$ cat src/rtl/fec_cwm_pkg.sv
package fec_cwm_pkg;
  localparam int BLK_W   = 66;
  localparam int PAY_W   = 64;
  localparam int CONST_W = 48;
  localparam int BYTE_W  = 8;

  // rebuilt sync header, bit 0 first on the line
  localparam logic [1:0] RX_SH = 2'b01;

  // per lane: [23:0] = {M2,M1,M0}, [47:24] = {M6,M5,M4}
  localparam logic [3:0][CONST_W-1:0] DEF_LANE_CONST = {
    48'hC2865D_3D79A2,
    48'h649A3A_9B65C5,
    48'h193B0F_E6C4F0,
    48'hB8896F_477690
  };
endpackage

$ cat src/rtl/cwm_tx_map.sv
module cwm_tx_map
  import fec_cwm_pkg::*;
#(
  parameter int LANES = 4,
  parameter int CNT_W = 10,
  localparam int MAP_W = LANES*PAY_W + 1
) (
  input  logic                   clk_i,
  input  logic                   rst_ni,
  input  logic [LANES*BLK_W-1:0] markers_i,
  input  logic                   valid_i,
  input  logic [CNT_W-1:0]       cnt_i,
  output logic [MAP_W-1:0]       map_o,
  output logic                   map_valid_o
);
  logic [MAP_W-1:0]   map_d;
  logic [2*LANES-1:0] unused_sh;
  logic               take;

  assign take = valid_i && (cnt_i == '0);

  for (genvar l = 0; l < LANES; l++) begin : g_lane
    assign map_d[l*PAY_W +: PAY_W] = markers_i[l*BLK_W + 2 +: PAY_W];
    assign unused_sh[2*l +: 2]     = markers_i[l*BLK_W +: 2];
  end
  assign map_d[MAP_W-1] = 1'b1;

  always_ff @(posedge clk_i or negedge rst_ni) begin
    if (!rst_ni) begin
      map_o       <= '0;
      map_valid_o <= 1'b0;
    end else begin
      map_valid_o <= take;
      if (take) map_o <= map_d;
    end
  end
endmodule

$ cat src/rtl/cwm_lane_build.sv
module cwm_lane_build
  import fec_cwm_pkg::*;
#(
  parameter logic [CONST_W-1:0] KNOWN = DEF_LANE_CONST[0]
) (
  input  logic [BYTE_W-1:0] var_lo_i,
  input  logic [BYTE_W-1:0] var_hi_i,
  output logic [BLK_W-1:0]  blk_o
);
  assign blk_o = {var_hi_i, KNOWN[47:24], var_lo_i, KNOWN[23:0], RX_SH};
endmodule

$ cat src/rtl/cwm_rx_rebuild.sv
module cwm_rx_rebuild
  import fec_cwm_pkg::*;
#(
  parameter int LANES = 4,
  parameter int CNT_W = 10,
  parameter logic [LANES-1:0][CONST_W-1:0] LANE_CONST = DEF_LANE_CONST,
  localparam int MAP_W  = LANES*PAY_W + 1,
  localparam int LANE_W = (LANES > 1) ? $clog2(LANES) : 1
) (
  input  logic              clk_i,
  input  logic              rst_ni,
  input  logic [MAP_W-1:0]  map_i,
  input  logic              valid_i,
  input  logic [CNT_W-1:0]  cnt_i,
  output logic [BLK_W-1:0]  marker_o,
  output logic [LANE_W-1:0] lane_o,
  output logic              marker_valid_o
);
  localparam logic [LANE_W-1:0] LAST_LANE = LANE_W'(LANES-1);

  logic [LANES-1:0][BLK_W-1:0] blk_d, blk_q;
  logic [LANES*CONST_W:0]      unused_bits;
  logic [LANE_W-1:0]           lane_q;
  logic                        busy_q;
  logic                        take;

  assign take = valid_i && (cnt_i == '0);

  for (genvar l = 0; l < LANES; l++) begin : g_lane
    cwm_lane_build #(.KNOWN(LANE_CONST[l])) u_build (
      .var_lo_i (map_i[l*PAY_W + 24 +: BYTE_W]),
      .var_hi_i (map_i[l*PAY_W + 56 +: BYTE_W]),
      .blk_o    (blk_d[l])
    );
    assign unused_bits[l*CONST_W +: 24]      = map_i[l*PAY_W +: 24];
    assign unused_bits[l*CONST_W + 24 +: 24] = map_i[l*PAY_W + 32 +: 24];
  end
  assign unused_bits[LANES*CONST_W] = map_i[MAP_W-1];

  always_ff @(posedge clk_i or negedge rst_ni) begin
    if (!rst_ni) begin
      blk_q  <= '0;
      lane_q <= '0;
      busy_q <= 1'b0;
    end else if (take) begin
      blk_q  <= blk_d;
      lane_q <= '0;
      busy_q <= 1'b1;
    end else if (busy_q) begin
      if (lane_q == LAST_LANE) begin
        busy_q <= 1'b0;
        lane_q <= '0;
      end else begin
        lane_q <= lane_q + 1'b1;
      end
    end
  end

  assign marker_o       = blk_q[lane_q];
  assign lane_o         = lane_q;
  assign marker_valid_o = busy_q;
endmodule

$ cat src/rtl/fec_cwm_mapper.sv
module fec_cwm_mapper
  import fec_cwm_pkg::*;
#(
  parameter int LANES = 4,
  parameter int CNT_W = 10,
  parameter logic [LANES-1:0][CONST_W-1:0] LANE_CONST = DEF_LANE_CONST
) (
  input  logic                                      clk_i,
  input  logic                                      rst_ni,
  input  logic [LANES*66-1:0]                       tx_markers_i,
  input  logic                                      tx_valid_i,
  input  logic [CNT_W-1:0]                          tx_cw_count_i,
  output logic [LANES*64:0]                         tx_map_o,
  output logic                                      tx_map_valid_o,
  input  logic [LANES*64:0]                         rx_map_i,
  input  logic                                      rx_valid_i,
  input  logic [CNT_W-1:0]                          rx_cw_count_i,
  output logic [65:0]                               rx_marker_o,
  output logic [((LANES > 1) ? $clog2(LANES) : 1)-1:0] rx_lane_o,
  output logic                                      rx_marker_valid_o
);
  cwm_tx_map #(.LANES(LANES), .CNT_W(CNT_W)) u_tx (
    .clk_i       (clk_i),
    .rst_ni      (rst_ni),
    .markers_i   (tx_markers_i),
    .valid_i     (tx_valid_i),
    .cnt_i       (tx_cw_count_i),
    .map_o       (tx_map_o),
    .map_valid_o (tx_map_valid_o)
  );

  cwm_rx_rebuild #(.LANES(LANES), .CNT_W(CNT_W), .LANE_CONST(LANE_CONST)) u_rx (
    .clk_i          (clk_i),
    .rst_ni         (rst_ni),
    .map_i          (rx_map_i),
    .valid_i        (rx_valid_i),
    .cnt_i          (rx_cw_count_i),
    .marker_o       (rx_marker_o),
    .lane_o         (rx_lane_o),
    .marker_valid_o (rx_marker_valid_o)
  );
endmodule

$ cat config.mk
export PLATFORM = sky130hd
export DESIGN_NAME = fec_cwm_mapper
export DESIGN_NICKNAME = d
export VERILOG_FILES = /design/src/rtl/fec_cwm_pkg.sv /design/src/rtl/cwm_tx_map.sv /design/src/rtl/cwm_lane_build.sv /design/src/rtl/cwm_rx_rebuild.sv /design/src/rtl/fec_cwm_mapper.sv
export SDC_FILE = /design/constraint.sdc
export NUM_CORES = 1
export LEC_CHECK = 0
export ABC_CLOCK_PERIOD_IN_PS = 2100
export BUFFER_PORTS_ARGS = -buffer_cell sky130_fd_sc_hd__buf_2
export CORE_AREA = 10 10 330 332
export CTS_CLUSTER_SIZE = 10
export DETAILED_ROUTE_END_ITERATION = 8
export DIE_AREA = 0 0 340 342
export PLACE_DENSITY_LB_ADDON = 0.3
export SLEW_MARGIN = 10
export SYNTH_ARGS = -nofsm -noshare
export SYNTH_HDL_FRONTEND = slang
export SYNTH_HIERARCHICAL = 1
export SYNTH_SLANG_ARGS = --single-unit
$ cat constraint.sdc
create_clock -name clk_i -period 2.1 [get_ports clk_i]
set_input_delay 0.315 -clock clk_i [delete_from_list [all_inputs] [get_ports clk_i]]
set_output_delay 0.315 -clock clk_i [all_outputs]
set_load 0.1 [all_outputs]
-- Yosys cells after proc, flatten, opt, wreduce, memory -nomap -nowiden
Index checks and enable logic that the tools add are counted.
- word-level logic and storage cells: 24
- output and inout port bits: 327
- bits in registers: 425
- input port bits: 545
- order comparisons: 1
- equal/unequal tests: 1
- mux-type cells: 8
- reduce and logical (&&, ||, !) cells: 5
- add/subtract/negate cells: 1
- operators by type and width (cell ; count):
    $bmux W66 S2 ; 1
    $mux W66 ; 1
    $logic_not A10 Y1 ; 2
    $mux W2 ; 3
    $lt A2 B3 Y1 const B ; 1
    $mux W1 ; 3
    $add A2 B1 Y2 const B ; 1
    $eq A2 B2 Y1 const B ; 1
    $logic_and A1 B1 Y1 ; 2
    $reduce_bool A2 Y1 ; 1

-- Logic depth before layout (Yosys ltp)
Gate-level depths: netlist of the first run.
- depth in word-level cells: 4
- mapped depth: 6
- depth with buffers taken out: 4

-- By module
Netlist of the first run, hierarchy kept.
- by module, submodules not included (module ; times used ; area each (um^2) ; cells an instance):
    cwm_rx_rebuild ; 1 ; 11893.9 ; 653
    cwm_tx_map ; 1 ; 9598.0 ; 548
    cwm_lane_build ; 4 ; 503.0 ; 68

-- Worst setup path after synthesis of the first run
OpenSTA, ideal clock, no wires.
- path kind: register to output
- start: reg u_rx.lane_q[0] (netlist: u_rx/lane_o[0])
- end: out rx_marker_o[39]
- slack: -0.702 ns
- data arrival time: 2.487 ns
- stages on the path, launching flop included: 5
- buffers on the path: 3
- path through: dfrtp_1 buf_2 buf_4 buf_2 mux4_2
- longest elaborated chain between the ends: 2
- ends and longest elaborated chain (element ; RTL line ; source):
    start, declared ; cwm_rx_rebuild.sv:23 ; logic [LANE_W-1:0] lane_q;
    start signal, assigned ; cwm_rx_rebuild.sv:54 ; lane_q <= lane_q + 1'b1;
    $bmux W66 S2 ; cwm_rx_rebuild.sv:59 ; assign marker_o = blk_q[lane_q];
    $mux W66 (implied by the code) ; cwm_rx_rebuild.sv:59 ;
    end, declared ; fec_cwm_mapper.sv:18 ; output logic [65:0] rx_marker_o,
Every way passes these cells. The select of a mux whose other input is x is not followed.

-- Worst setup path in the final report of the first run
- start: reg u_rx.lane_q[0] (netlist: u_rx/lane_o[0])
- end: out rx_marker_o[25]
The elaborated chain is that of the path after synthesis.

==> summary.md, run 1 <==
| Metric | Value |
|---|---|
| Routed via count | 15000 |
| CTS sink cnt | 525 |
| Layout cells sized above 1 | 48.4% |
| FF-to-FF Start | u_rx/lane_o[0] |
| Final Max Tran Viols | 0 |
| Drt pass-1 iters | 7 |
| Crit-path cells | buf_12 > buf_12 > mux4_2 > buf_12 |
| Most used DFF post-synth | dfrtp_1 |
| Setup Skew | 0.0000520 ns |
| Die area | 116000 um^2 |
| Drt total wl | 76300 um |
| GP Congestion | 0.830 |
| Fin. Hold Viols | 0 |
| Power Total | 25600 uW |
| CP Class | reg -> out |
| Relative max-transition margin | 57.0% |
| DIE HEIGHT | 342 um |
| Post-synth ARST share | 100% |
| Violated checks | setup timing |
| R2r endpoint | u_rx/lane_o[0] |
| WP data arrival | 2.20 ns |
| Maximum net fanout on the critical path | 9 |
| Fin worst setup slack | -0.414 ns |
| DRT met1 WL | 31500 um |
| Most common cell in the netlist | dfrtp_1 |
| Most frequent CP cell | buf_12 |
| Worst slack at placement | 0.0562 ns |
| Worst r2r path cells | 7 |
| Syn_area_per_cell | 16.0 um^2 |
| Post-synth cell types | 24 |
| Final Setup Violations | 66 |
| Leakage Power | 0.0177 uW |
| I/O Buffers | 670 |
| PD cells | 766 nW/um^2 |
| CP Data Required Time | 1.78 ns |
| Peak VDD IR | 0.550 mV |
| Routed len/inst | 19.6 um |
| Detailed-route DRC error count | 0 |
| Routed Antenna Nets | 0 |
| CTS tree | done |
| Gate Count Post-Synth | 1473 |
| CTS clock-pin slew for the worst setup and hold paths | 0.06 ns |
| Fill cells | 10100 |
| Via/cell ratio | 3.85 |
| CTS root buf | clkbuf_16 |
| H-tree levels | 3 |
| Worst-Margin Slew | 0.650 ns |
| Setup slack, reg-to-reg | 0.35 ns |
| MaxCap Viol Count | 0 |
| Seq/Total Area, Yosys | 55.9% |
| Worst Setup End Kind | output pin |
| Starting Density | 22.9% |
| Period utilization | 120% |
| Largest cells by area after synthesis | dfrtp_1 (56%), mux2_2 (14%), mux2_1 (10%) |
| Total GRT Usage | 12.8% |
| Top routing layer used | met5 |
| Metal3 WL | 6570 um |
| Yosys top cell area share | 55.9% |
| Largest net degree at the start of global routing | 80 |
| Post-synth top area cell | dfrtp_1 |
| Post-DP HPWL | 57500 um |
| Total global routing overflow | 0 |
| RSZ-0062 raised after global routing | yes |
| Core box area | 103000 um^2 |
| Synthesized flop and latch total | 525 |
| Status | complete, but fails checks |
| Min Tclk post-route | 2.51 ns |
| Delay of the slowest critical-path stage | 0.57 ns |
| Worst path slowest cell | mux4_2 |
| Vias in the first global route | 17200 |
| Max Root-Sink Buffers | 3 |
| Die W | 340 um |
| Area growth from synthesis to layout | 42.0% |
| FMAX | 398 MHz |
| Yosys Warn Count | 6 |
| Synth cell count leaders | dfrtp_1 (525), buf_4 (292), mux2_2 (282), mux2_1 (219), mux4_2 (66) |
| First-pass GRT wire length | 113000 um |
| Number of flops mapped to enable cells by yosys | 0 |
| Cell row count | 118 |
| Startpoint types | register |
| Initial antenna violation count | 30 |
| Initial DRC Count | 565 |
| Num CTS Buffers | 67 |
| Synthesized cell area | 23500 um^2 |
| IO Pins | 872 |
| Final net count | 3017 |
| Skew-Pair Late Insertion Delay | 0.61 ns |
| Hold Crit Class | in -> async |
| Met2 wire length | 35300 um |
## final cells by class
cell class                      instances  area, um^2  share of cell area (%)
Tap cell                             1380        1730                    5.17
Timing Repair Buffer                 1074        8150                    24.4
Multi-Input combinational cell        802        8320                    24.9
Antenna cell                           13        32.5                  0.0975
Sequential cell                       525       13100                    39.4
Clock inverter                         10         123                   0.367
Inverter                                1        3.75                  0.0112
Clock buffer                           94        1880                    5.63
## metal layers
layer	vias up	global-route usage [%]
li1	6728	-
met1	7605	15.9
met2	500	19.9
met3	152	4.63
met4	22	5.29
met5	-	0
## power breakdown
part           switching (uW)  total, uW  internal (uW)
Clock                    4380      10700           6320
Combinational            2490       4460           1970
Sequential                118      10400          10300
Total                    6980      25600          18600
## sequential cells by signal, summed over array words and instances, names as in the netlist
register / flops
u_rx/blk_q: 264
u_tx/map_o: 257
u_rx/lane_o: 2
u_rx/marker_valid_o: 1
u_tx/map_valid_o: 1
## cell families (layout without fill, tap and decap cells)
group	after synthesis	after routing	share of synthesized area, %
other	8	213	0.128
muxes	588	588	31.6
and+or+nand+nor	13	13	0.431
DFF	525	525	55.9
buffers and inverters	338	1179	11.8
adders and majority gates	1	1	0.0532
## placed cells by master (no fill, tap or decap)
cell type	count
nor3_1	1
nor4_2	2
clkbuf_16	69
clkinv_8	3
mux2_1	219
mux2_4	20
nor2_1	2
buf_6	44
clkinv_2	2
inv_1	1
dfrtp_4	2
dfrtp_1	523
dlygate4sd3_1	321
buf_12	35
clkbuf_1	18
mux2i_1	1
buf_8	14
mux4_2	66
nor3b_1	1
and3_4	1
bufinv_16	1
clkinv_4	1
clkinvlp_4	1
ha_1	1
clkbuf_8	8
nor4_1	1
mux2_2	282
diode_2	13
nand2b_1	3
nor4b_2	1
buf_16	3
buf_2	601
buf_4	55
conb_1	200
inv_6	2
nand3_4	1
## per-stage QoR
stage / hold WS (ns) / setup TNS [ns] / utilization (%) / cell area [um^2] / cells
2_1_floorplan: 0.0194 / -3.73 / - / 24300 / 1665
4_1_cts: 0.178 / -29.38 / 32.4 / 33200 / 3880
3_3_place_gp: 0.269 / 0 / 26.8 / 27500 / 3447
3_5_place_dp: 0.275 / 0 / 26.8 / 27500 / 3447
5_1_grt: 0.204 / -29.46 / 32.5 / 33400 / 3893
6_report: 0.199 / -23.64 / 32.5 / 33400 / 3899
## worst max-delay path: cells and delay by family (launching register included)
kind,cells,cell delay [ns]
buffers and inverters,3,0.55
flip-flops,1,0.46
multiplexers,1,0.57
## worst max path at each step
stage	startpoint	depth (start not counted)	end
6_report	u_rx/lane_o[0]	4	rx_marker_o[25]
2_1_floorplan	u_rx/lane_o[0]	3	rx_marker_o[0]
3_3_place_gp	rx_cw_count_i[1]	6	u_rx/blk_q[237]
3_5_place_dp	rx_cw_count_i[1]	6	u_rx/blk_q[173]
4_1_cts	u_rx/lane_o[0]	4	rx_marker_o[25]
5_1_grt	u_rx/lane_o[0]	4	rx_marker_o[64]
## timing repair
item,4_1_cts,5_1_grt
gates resized for setup,142,5
setup endpoints to repair,66,67
gates cloned,1,1
hold endpoints to repair,377,0
buffers inserted,7,5
hold buffers,321,0
Power figures use the tool's default switching activity.
==> run 2: changes to the inputs <==
--- a/config.mk
+++ b/config.mk
@@ -12,6 +12,7 @@
 export DETAILED_ROUTE_END_ITERATION = 8
 export DIE_AREA = 0 0 340 342
 export PLACE_DENSITY_LB_ADDON = 0.3
+export REMOVE_ABC_BUFFERS = 1
 export SLEW_MARGIN = 10
 export SYNTH_ARGS = -nofsm -noshare
 export SYNTH_HDL_FRONTEND = slang
==> run 2 against run 1 <==
  * The flow still finishes with violations (setup timing)
  * Fmax rose by 1.3%
  * Critical path depth did not move
  * Total power rose by 2.8%
  * Core utilization rose by 0.32 points
  * Flip-flop and latch count did not move
  * Combinational power rose by 5.2%
  * Critical path type unchanged
  * Critical endpoint is now rx_marker_o[20]
  * Largest cell class unchanged
==> summary.md, run 2 (same netlist as run 1, synthesis figures left out) <==
| Metric | Value |
|---|---|
| Status | complete, but fails checks |
| Violated checks | setup timing |
| Final net count | 3010 |
| Final Setup Violations | 67 |
| Die area | 116000 um^2 |
| Worst hold path depth | 2 |
| Starting Density | 22.9% |
| Routed len/inst | 21.3 um |
| Skew-Pair Late Insertion Delay | 0.62 ns |
| Post-DP HPWL | 64700 um |
| FF-to-FF Start | u_rx/lane_o[0] |
| Fin worst setup slack | -0.383 ns |
| I/O Buffers | 670 |
| Commonest non-fill, non-tap cell in the layout | buf_2 |
| CTS tree | done |
| Leakage Power | 0.0178 uW |
| Cell row count | 118 |
| Hold Crit Class | in -> reg |
| Fill cells | 10100 |
| RSZ-0062 raised after global routing | yes |
| CTS root buf | clkbuf_16 |
| Largest reg by FF count | u_rx/blk_q |
| Peak VDD IR | 0.518 mV |
| Worst-Margin Slew | 0.634 ns |
| Detailed-route DRC error count | 0 |
| Area growth from synthesis to layout | 43.4% |
| Via/cell ratio | 3.85 |
| PD cells | 780 nW/um^2 |
| Max reg flops | 264 |
| DIE HEIGHT | 342 um |
| Die W | 340 um |
| H-tree levels | 3 |
| Relative max-transition margin | 58.0% |
| CP Class | reg -> out |
| Drt total wl | 83100 um |
| GP Congestion | 0.925 |
| Initial antenna violation count | 33 |
| Placed Area | 27800 um^2 |
| Drt pass-1 iters | 4 |
| Period utilization | 118% |
| IO Pins | 872 |
| Core box area | 103000 um^2 |
| Min Tclk post-route | 2.48 ns |
| Hold endpoint | u_tx/map_o[7] |
| Total GRT Usage | 13.9% |
| Placed instance count | 3446 |
| Setup slack, reg-to-reg | 0.54 ns |
| Initial DRC Count | 471 |
| CTS sink cnt | 525 |
| Worst Setup End Kind | output pin |
| Most frequent cells in the layout | buf_2 (601), dfrtp_1 (523), dlygate4sd3_1 (315) |
| Worst r2r path cells | 6 |
| Startpoint types | register |
| Maximum net fanout on the critical path | 8 |
| Final instance area | 33700 um^2 |
| Num CTS Buffers | 68 |
| Finished Layout Cells | 3897 |
| First-pass GRT wire length | 119000 um |
| Setup Skew | 0.00480 ns |
| Routed Antenna Nets | 0 |
| Max Root-Sink Buffers | 3 |
| CP Data Required Time | 1.78 ns |
| MaxCap Viol Count | 0 |
| Final Max Tran Viols | 0 |
| Vias in the first global route | 17000 |
| HP Start | tx_markers_i[9] |
| Layout cells sized above 1 | 48.6% |
| Routed via count | 15000 |
| FMAX | 403 MHz |
| CTS clock-pin slew for the worst setup and hold paths | 0.05 ns |
| WP data arrival | 2.17 ns |
| Hold WS | 0.0422 ns |
| Total global routing overflow | 0 |
| Fin. Hold Viols | 0 |
| R2r endpoint | u_rx/lane_o[0] |
| Largest net degree at the start of global routing | 71 |
-- run 2: critical path, cell delays in order (launching register included) --
cell and delay, ns:
dfrtp_4 0.48, buf_4 0.17, buf_12 0.15, mux4_2 0.55, buf_12 0.19
-- run 2: how the worst max path moves through the flow --
stage	start	end	slack, ns	cells after the start
final	u_rx/lane_o[0]	rx_marker_o[20]	-0.38	4
after global routing	u_rx/lane_o[0]	rx_marker_o[5]	-0.48	4
after CTS	u_rx/lane_o[0]	rx_marker_o[5]	-0.49	4
after detailed placement	tx_valid_i	u_tx/map_o[128]	0.08	7
after global placement	tx_valid_i	u_tx/map_o[56]	0.09	7
after floorplan	rx_cw_count_i[1]	u_rx/blk_q[0]	-5.80	3
-- run 2: what timing repair did --
item / 4_1_cts / 5_1_grt
gates cloned: 4 / 3
hold endpoints to repair: 361 / 0
pin swaps: 0 / 0
buffers inserted: 4 / 2
gates resized for setup: 85 / 10
hold buffers: 315 / 0
setup endpoints to repair: 67 / 66
-- run 2: layer usage --
| metal | GRT usage [%] | routed length [um] | vias up |
|---|---|---|---|
| met1 | 15.8 | 32500 | 7515 |
| met3 | 6.26 | 8800 | 130 |
| met5 | 0 | 94 | - |
| li1 | - | - | 6749 |
| met2 | 22.6 | 38900 | 587 |
| met4 | 5.45 | 2840 | 20 |
-- run 2: cell type report --
type	count	area, um^2	share of cell area [%]
tap	1380	1730	5.12
clock inverter	16	221	0.657
sequential	525	13100	39.0
clock buffer	94	1890	5.61
antenna	13	32.5	0.0965
inverter	1	3.75	0.0111
timing repair buffer	1066	8360	24.8
multi-input combinational	802	8320	24.7
-- run 2: per-stage QoR --
step	util [%]	setup TNS, ns	setup WS (ns)	total power [uW]
floorplan	-	-2648.30	-5.80	12400
global placement	27.1	0	0.0893	14000
detailed placement	27.1	0	0.0845	14100
CTS	32.7	-28.40	-0.490	26700
global route	32.8	-29.53	-0.481	27500
finish	32.8	-23.02	-0.383	26300
-- run 2: power breakdown --
part           switching (uW)  leakage, uW  internal [uW]
registers                 137      0.00731          10300
logic                    2610      0.00942           2080
clock network            4500      0.00104           6670
